[src/rtl/ea_pkg.sv]
package ea_pkg;
  localparam int INSN_W = 32;
  localparam int XLEN   = 32;
  localparam int OPC_W  = 6;
  localparam int RIDX_W = 5;
  localparam int IMM_W  = 16;
  localparam int JIDX_W = 26;
  localparam int REGION_W = XLEN - JIDX_W - 2;

  typedef enum logic [2:0] {
    MODE_REG    = 3'd0,
    MODE_BASE   = 3'd1,
    MODE_IMM    = 3'd2,
    MODE_PCREL  = 3'd3,
    MODE_PSEUDO = 3'd4,
    MODE_UNDEF  = 3'd7
  } ea_mode_e;

  typedef enum logic [1:0] {
    EXT_SIGN  = 2'd0,
    EXT_ZERO  = 2'd1,
    EXT_UPPER = 2'd2
  } ext_kind_e;

  localparam logic [OPC_W-1:0] OP_SPECIAL = 6'h00;
  localparam logic [OPC_W-1:0] OP_JUMP    = 6'h02;
  localparam logic [OPC_W-1:0] OP_JLINK   = 6'h03;
  localparam logic [OPC_W-1:0] OP_BREQ    = 6'h04;
  localparam logic [OPC_W-1:0] OP_BRNE    = 6'h05;
  localparam logic [OPC_W-1:0] OP_LOADW   = 6'h23;
  localparam logic [OPC_W-1:0] OP_STOREW  = 6'h2B;
  localparam logic [OPC_W-1:0] OP_UPPER   = 6'h0F;

  function automatic logic [XLEN-1:0] sext_imm(input logic [IMM_W-1:0] v);
    return {{(XLEN-IMM_W){v[IMM_W-1]}}, v};
  endfunction

  function automatic logic [XLEN-1:0] zext_imm(input logic [IMM_W-1:0] v);
    return {{(XLEN-IMM_W){1'b0}}, v};
  endfunction

  function automatic logic [XLEN-1:0] upper_imm(input logic [IMM_W-1:0] v);
    return {v, {(XLEN-IMM_W){1'b0}}};
  endfunction

  function automatic logic [XLEN-1:0] next_pc(input logic [XLEN-1:0] p);
    return p + XLEN'(4);
  endfunction

  function automatic logic [XLEN-1:0] base_disp(input logic [XLEN-1:0] b,
                                                input logic [XLEN-1:0] d);
    return b + d;
  endfunction

  function automatic logic [XLEN-1:0] rel_target(input logic [XLEN-1:0] p,
                                                 input logic [XLEN-1:0] d,
                                                 input int unsigned sh);
    return next_pc(p) + (d << sh);
  endfunction

  function automatic logic [XLEN-1:0] abs_target(input logic [XLEN-1:0] p,
                                                 input logic [JIDX_W-1:0] idx);
    logic [XLEN-1:0] n;
    n = next_pc(p);
    return {n[XLEN-1 -: REGION_W], idx, 2'b00};
  endfunction
endpackage

[src/rtl/ea_classify.sv]
module ea_classify
  import ea_pkg::*;
#(
  parameter bit LOGIC_ZEXT = 1'b1
) (
  input  logic [OPC_W-1:0] opcode,
  output ea_mode_e         mode,
  output ext_kind_e        ext_kind,
  output logic             is_load,
  output logic             is_breq,
  output logic             is_brne
);
  always_comb begin
    mode     = MODE_UNDEF;
    ext_kind = EXT_SIGN;
    is_load  = 1'b0;
    is_breq  = 1'b0;
    is_brne  = 1'b0;
    unique case (opcode)
      OP_SPECIAL:          mode = MODE_REG;
      OP_JUMP, OP_JLINK:   mode = MODE_PSEUDO;
      OP_BREQ: begin
        mode    = MODE_PCREL;
        is_breq = 1'b1;
      end
      OP_BRNE: begin
        mode    = MODE_PCREL;
        is_brne = 1'b1;
      end
      OP_LOADW: begin
        mode    = MODE_BASE;
        is_load = 1'b1;
      end
      OP_STOREW:           mode = MODE_BASE;
      6'h08, 6'h09, 6'h0A, 6'h0B: mode = MODE_IMM;
      6'h0C, 6'h0D, 6'h0E: begin
        mode     = MODE_IMM;
        ext_kind = LOGIC_ZEXT ? EXT_ZERO : EXT_SIGN;
      end
      OP_UPPER: begin
        mode     = MODE_IMM;
        ext_kind = EXT_UPPER;
      end
      default:             mode = MODE_UNDEF;
    endcase
  end
endmodule

[src/rtl/ea_immext.sv]
module ea_immext
  import ea_pkg::*;
(
  input  logic [IMM_W-1:0] imm_raw,
  input  ea_mode_e         mode,
  input  ext_kind_e        ext_kind,
  output logic [XLEN-1:0]  disp,
  output logic [XLEN-1:0]  imm_op
);
  logic [XLEN-1:0] alu_imm;

  assign disp = sext_imm(imm_raw);

  always_comb begin
    unique case (ext_kind)
      EXT_ZERO:  alu_imm = zext_imm(imm_raw);
      EXT_UPPER: alu_imm = upper_imm(imm_raw);
      default:   alu_imm = sext_imm(imm_raw);
    endcase
  end

  assign imm_op = (mode == MODE_IMM) ? alu_imm : '0;
endmodule

[src/rtl/ea_target.sv]
module ea_target
  import ea_pkg::*;
#(
  parameter int unsigned BR_SHIFT = 2
) (
  input  ea_mode_e          mode,
  input  logic [XLEN-1:0]   pc,
  input  logic [XLEN-1:0]   base,
  input  logic [XLEN-1:0]   disp,
  input  logic [JIDX_W-1:0] jidx,
  output logic [XLEN-1:0]   addr,
  output logic              addr_valid
);
  always_comb begin
    addr       = '0;
    addr_valid = 1'b0;
    unique case (mode)
      MODE_BASE: begin
        addr       = base_disp(base, disp);
        addr_valid = 1'b1;
      end
      MODE_PCREL: begin
        addr       = rel_target(pc, disp, BR_SHIFT);
        addr_valid = 1'b1;
      end
      MODE_PSEUDO: begin
        addr       = abs_target(pc, jidx);
        addr_valid = 1'b1;
      end
      default: begin
        addr       = '0;
        addr_valid = 1'b0;
      end
    endcase
  end
endmodule

[src/rtl/ea_resolver.sv]
module ea_resolver
  import ea_pkg::*;
#(
  parameter bit          LOGIC_ZEXT = 1'b1,
  parameter int unsigned BR_SHIFT   = 2
) (
  input  logic [31:0] instr,
  input  logic [31:0] pc,
  input  logic [31:0] rs_val,
  input  logic [31:0] rt_val,
  output logic [2:0]  mode,
  output logic [4:0]  rs_idx,
  output logic [4:0]  rt_idx,
  output logic [4:0]  rd_idx,
  output logic [4:0]  dst_idx,
  output logic [31:0] imm_op,
  output logic [31:0] addr,
  output logic        addr_valid,
  output logic        branch_taken
);
  localparam int RS_LSB = JIDX_W - RIDX_W;
  localparam int RT_LSB = RS_LSB - RIDX_W;
  localparam int RD_LSB = RT_LSB - RIDX_W;

  logic [OPC_W-1:0]  opcode;
  logic [IMM_W-1:0]  imm_raw;
  logic [JIDX_W-1:0] jidx;
  ea_mode_e          mode_w;
  ext_kind_e         ext_w;
  logic              is_load, is_breq, is_brne;
  logic [XLEN-1:0]   disp;
  logic              regs_equal;

  assign opcode  = instr[INSN_W-1 -: OPC_W];
  assign rs_idx  = instr[RS_LSB +: RIDX_W];
  assign rt_idx  = instr[RT_LSB +: RIDX_W];
  assign rd_idx  = instr[RD_LSB +: RIDX_W];
  assign imm_raw = instr[IMM_W-1:0];
  assign jidx    = instr[JIDX_W-1:0];

  ea_classify #(.LOGIC_ZEXT(LOGIC_ZEXT)) u_classify (
    .opcode   (opcode),
    .mode     (mode_w),
    .ext_kind (ext_w),
    .is_load  (is_load),
    .is_breq  (is_breq),
    .is_brne  (is_brne)
  );

  ea_immext u_immext (
    .imm_raw  (imm_raw),
    .mode     (mode_w),
    .ext_kind (ext_w),
    .disp     (disp),
    .imm_op   (imm_op)
  );

  ea_target #(.BR_SHIFT(BR_SHIFT)) u_target (
    .mode       (mode_w),
    .pc         (pc),
    .base       (rs_val),
    .disp       (disp),
    .jidx       (jidx),
    .addr       (addr),
    .addr_valid (addr_valid)
  );

  assign regs_equal   = (rs_val == rt_val);
  assign branch_taken = (is_breq & regs_equal) | (is_brne & ~regs_equal);
  assign mode         = mode_w;

  always_comb begin
    unique case (mode_w)
      MODE_REG:  dst_idx = rd_idx;
      MODE_IMM:  dst_idx = rt_idx;
      MODE_BASE: dst_idx = is_load ? rt_idx : '0;
      default:   dst_idx = '0;
    endcase
  end
endmodule

[config.mk]
export PLATFORM = sky130hd
export DESIGN_NAME = ea_resolver
export DESIGN_NICKNAME = d
export VERILOG_FILES = /design/src/rtl/ea_pkg.sv /design/src/rtl/ea_classify.sv /design/src/rtl/ea_immext.sv /design/src/rtl/ea_target.sv /design/src/rtl/ea_resolver.sv
export SDC_FILE = /design/constraint.sdc
export NUM_CORES = 1
export LEC_CHECK = 0
export ABC_AREA = 1
export BUFFER_PORTS_ARGS = -buffer_cell sky130_fd_sc_hd__buf_2
export CAP_MARGIN = 5
export CORE_ASPECT_RATIO = 1.2
export CORE_MARGIN = 2
export CORE_UTILIZATION = 45
export DETAILED_ROUTE_END_ITERATION = 10
export PLACE_DENSITY = 0.71
export RECOVER_POWER = 25
export SLEW_MARGIN = 0
export SYNTH_ARGS = -nofsm -noshare
export SYNTH_HDL_FRONTEND = slang
export SYNTH_HIERARCHICAL = 1
export SYNTH_SLANG_ARGS = --single-unit
export TNS_END_PERCENT = 30
[constraint.sdc]
create_clock -name vclk -period 3.3
set_clock_uncertainty 0.05 [all_clocks]
set_input_delay 0.165 -clock vclk [all_inputs]
set_output_delay 0.165 -clock vclk [all_outputs]
set_load 0.02 [all_outputs]
==> summary.md <==
| Metric | Value |
|---|---|
| Global-route congestion overflow total | `0` |
| Worst path arrival time | `2890 ps` |
| IO buf count | `217` |
| Cells after Synth | `1490` |
| Seq/Total Area, Yosys | `0` |
| Detailed Place HPWL | `23100 µm` |
| Stages on the worst setup path | `21` |
| Post-synthesis cell type with the largest combined area | `nand2_1` |
| ANT cells | `0` |
| Number of nets with antenna violations after detailed routing | `0` |
| All-Layer GR Usage | `0.294` |
| CP most frequent cell | `nand2_1` |
| Area of the mapped netlist | `7400 µm²` |
| Cts-stage hold buffer count | `0` |
| Global placer's final weighted congestion | `0.982` |
| Number of global-route vias before repair | `8662` |
| Drt total wl | `26500 µm` |
| Layout filler cell count | `1887` |
| Antenna violations before repair | `0` |
| Number of distinct library cell variants in the gate-level netlist after synthesis | `42` |
| Master of the slowest instance on the critical path | `a21oi_1` |
| Instance area at placement | `8480 µm²` |
| Max Fanout on Critical Path | `3` |
| Hold depth | `2` |
| Wire length of the first global-routing pass | `41500 µm` |
| Worst Setup End Kind | `output pin` |
| Path category of the worst min-delay check | `primary input to output pin` |
| Placement row count | `51` |
| CP startpoint kind | `primary input` |
| Power Density | `154 nW/µm²` |
| Share of the clock period used by the worst path after layout | `0.940` |
| Post-synth net total | `1689` |
| Slew HR | `0.548` |
| Pin count of the biggest net entering global routing | `31` |
| Synthesis-to-layout area growth | `15.3%` |
| Via-per-instance ratio | `5.03` |
| Register area | `0 µm²` |
| Post-layout net count | `1869` |
| CP peak stage delay | `250 ps` |
| Final count of hold timing violations | `0` |
| Yosys top cell area share | `0.282` |
| Detailed-route wire length per cell | `14.1 µm` |
| Height of the chip | `144 µm` |
| Core region area | `16100 µm²` |
| DRC violation count after routing | `0` |
| End point of the critical path | `addr[17]` |
| Number of design-rule violations left by the first detailed-router iteration | `844` |
| Hold Slack | `541 ps` |
| Crit path time final | `3100 ps` |
| Start point of the critical path | `pc[2]` |
| Setup violators final | `0` |
| Yosys warning total | `6` |
| Max VDD drop | `0.0663 mV` |
| I/O pin count | `217` |
| Worst Setup Path Type | `primary input to output pin` |
| Worst Max-Slew Pin Slew | `677 ps` |
| Top cells by area in the synthesized netlist | `nand2_1, inv_1, ha_1` |
| Max Cap Violations | `0` |
| Cells along the critical path | `buf_2 > ha_1 > inv_1 > nor3_4 > nand2_2 > buf_4 > xnor2_1 > buf_4 > ha_1 > nand2_1 > inv_1 > a21oi_1 > nor2_1 > nor2_1 > nand2_1 > nand2_1 > nand3_1 > nand2_1 > inv_1 > o21ai_1 > buf_2` |
| Sum of buffers and inverters on the critical path | `7` |
| Fraction of final layout cells sized beyond drive strength 1 | `0.166` |
| Initial standard-cell utilization of the core | `0.458` |
| Via count | `9460` |
| Area of all placed cells without fillers | `8530 µm²` |
| Final Non-Filler Cells | `1880` |
| Req. time, crit path | `3080 ps` |
| Per-instance average area after synthesis | `4.96 µm²` |
| Detailed-router iteration count before antenna repair | `5` |
| Leakage power of the design | `5.19 nW` |
| Number of clock buffers in the layout | `0` |
| Die width | `121 µm` |
| Slew Viols, Final | `0` |
| Number of cells after detailed placement | `1877` |
| RSZ-0062 raised after global routing | `yes` |
| Sequential cell count | `0` |
| Outcome | `finished clean` |
| Total die area | `17500 µm²` |
| Cell family with most CP delay | `simple AND/OR/NAND/NOR gates` |
| Max Fclk | `322 MHz` |
==> power by group <==
part / internal [W] / switching (W) / leakage [nW] / total [W]
Clock: 0 / 0 / 0 / 0
Sequential: 0 / 0 / 0 / 0
Combinational: 0.000459 / 0.000851 / 5.19 / 0.00131
Total: 0.000459 / 0.000851 / 5.19 / 0.00131
==> per-stage QoR <==
stage                     power [W]  TNS, ps  setup WS [ps]  utilization
after floorplan            0.000894        0            648            -
after global placement      0.00127        0           19.6        0.525
after detailed placement    0.00128        0           1.29        0.525
after CTS                   0.00129        0           60.4        0.525
after global routing        0.00146    -78.7          -40.0        0.528
final                       0.00131        0            199        0.528
==> final cells by class <==
cell class         instances  area (µm²)  area share
inverters                253         950       0.111
well taps                212         265      0.0311
repair buffers           242        1260       0.148
multi-input cells       1173        6050       0.709
==> routing by layer <==
metal / share of wire / GRT usage
met2: 0.50 / 0.558
met4: 0.029 / 0.0838
met1: 0.43 / 0.353
met3: 0.046 / 0.0177
met5: 0 / 0
==> worst min-delay path by stage <==
stage,startpoint,endpoint
finish,instr[23],rs_idx[2]
global route,instr[21],rs_idx[0]
CTS,instr[23],rs_idx[2]
detailed placement,instr[23],rs_idx[2]
global placement,instr[21],rs_idx[0]
floorplan,instr[11],rd_idx[0]
==> timing repair <==
item,in CTS,in global routing
endpoints found under the setup margin,1,19
pin swaps,1,3
gates resized for setup,0,14
setup buffers,1,2
==> layout by cell type, fill, tap and decap left out, types with 13 or more instances in the layout <==
cell type and n:
nand4_1 16, a21oi_1 52, buf_4 24, nor2_1 150
inv_1 240, ha_1 68, nand2_1 556, clkbuf_1 18
xnor2_1 38, nand2_2 15, nor3_1 16, xor2_1 16
o21ai_0 13, nand3_1 129, nand3b_1 15, o21bai_1 13
buf_2 199
==> Yosys cell counts (2+ instances only) <==
master / n
a21o_1: 6
xor2_1: 16
o21bai_1: 13
o221ai_1: 2
nor2_1: 156
clkinv_1: 2
or2_1: 7
nor4_1: 3
o21ai_1: 4
nand3b_1: 15
a21oi_1: 53
clkbuf_1: 8
buf_2: 4
nor4_2: 3
nor2_4: 3
inv_2: 11
xnor2_1: 38
nor3_1: 18
buf_4: 49
nand2_2: 15
or2_0: 5
fa_1: 2
nand3_1: 131
inv_1: 240
o21ai_0: 13
o211ai_1: 5
nor3_2: 2
a22o_1: 2
nor2_2: 4
nand4_1: 16
o22ai_1: 5
and2_1: 6
nand2_1: 556
ha_1: 69
==> kinds of logic (layout without fill, tap and decap cells) <==
family          count (synthesis)  after routing  synth area share
simple gates                  944            944             0.542
buf+inv                       317            495             0.190
compound gates                104            104            0.0817
fa+ha+maj                      71             71             0.122
xor+xnor                       54             54            0.0639
No activity file was read; power rests on OpenSTA's default activity.
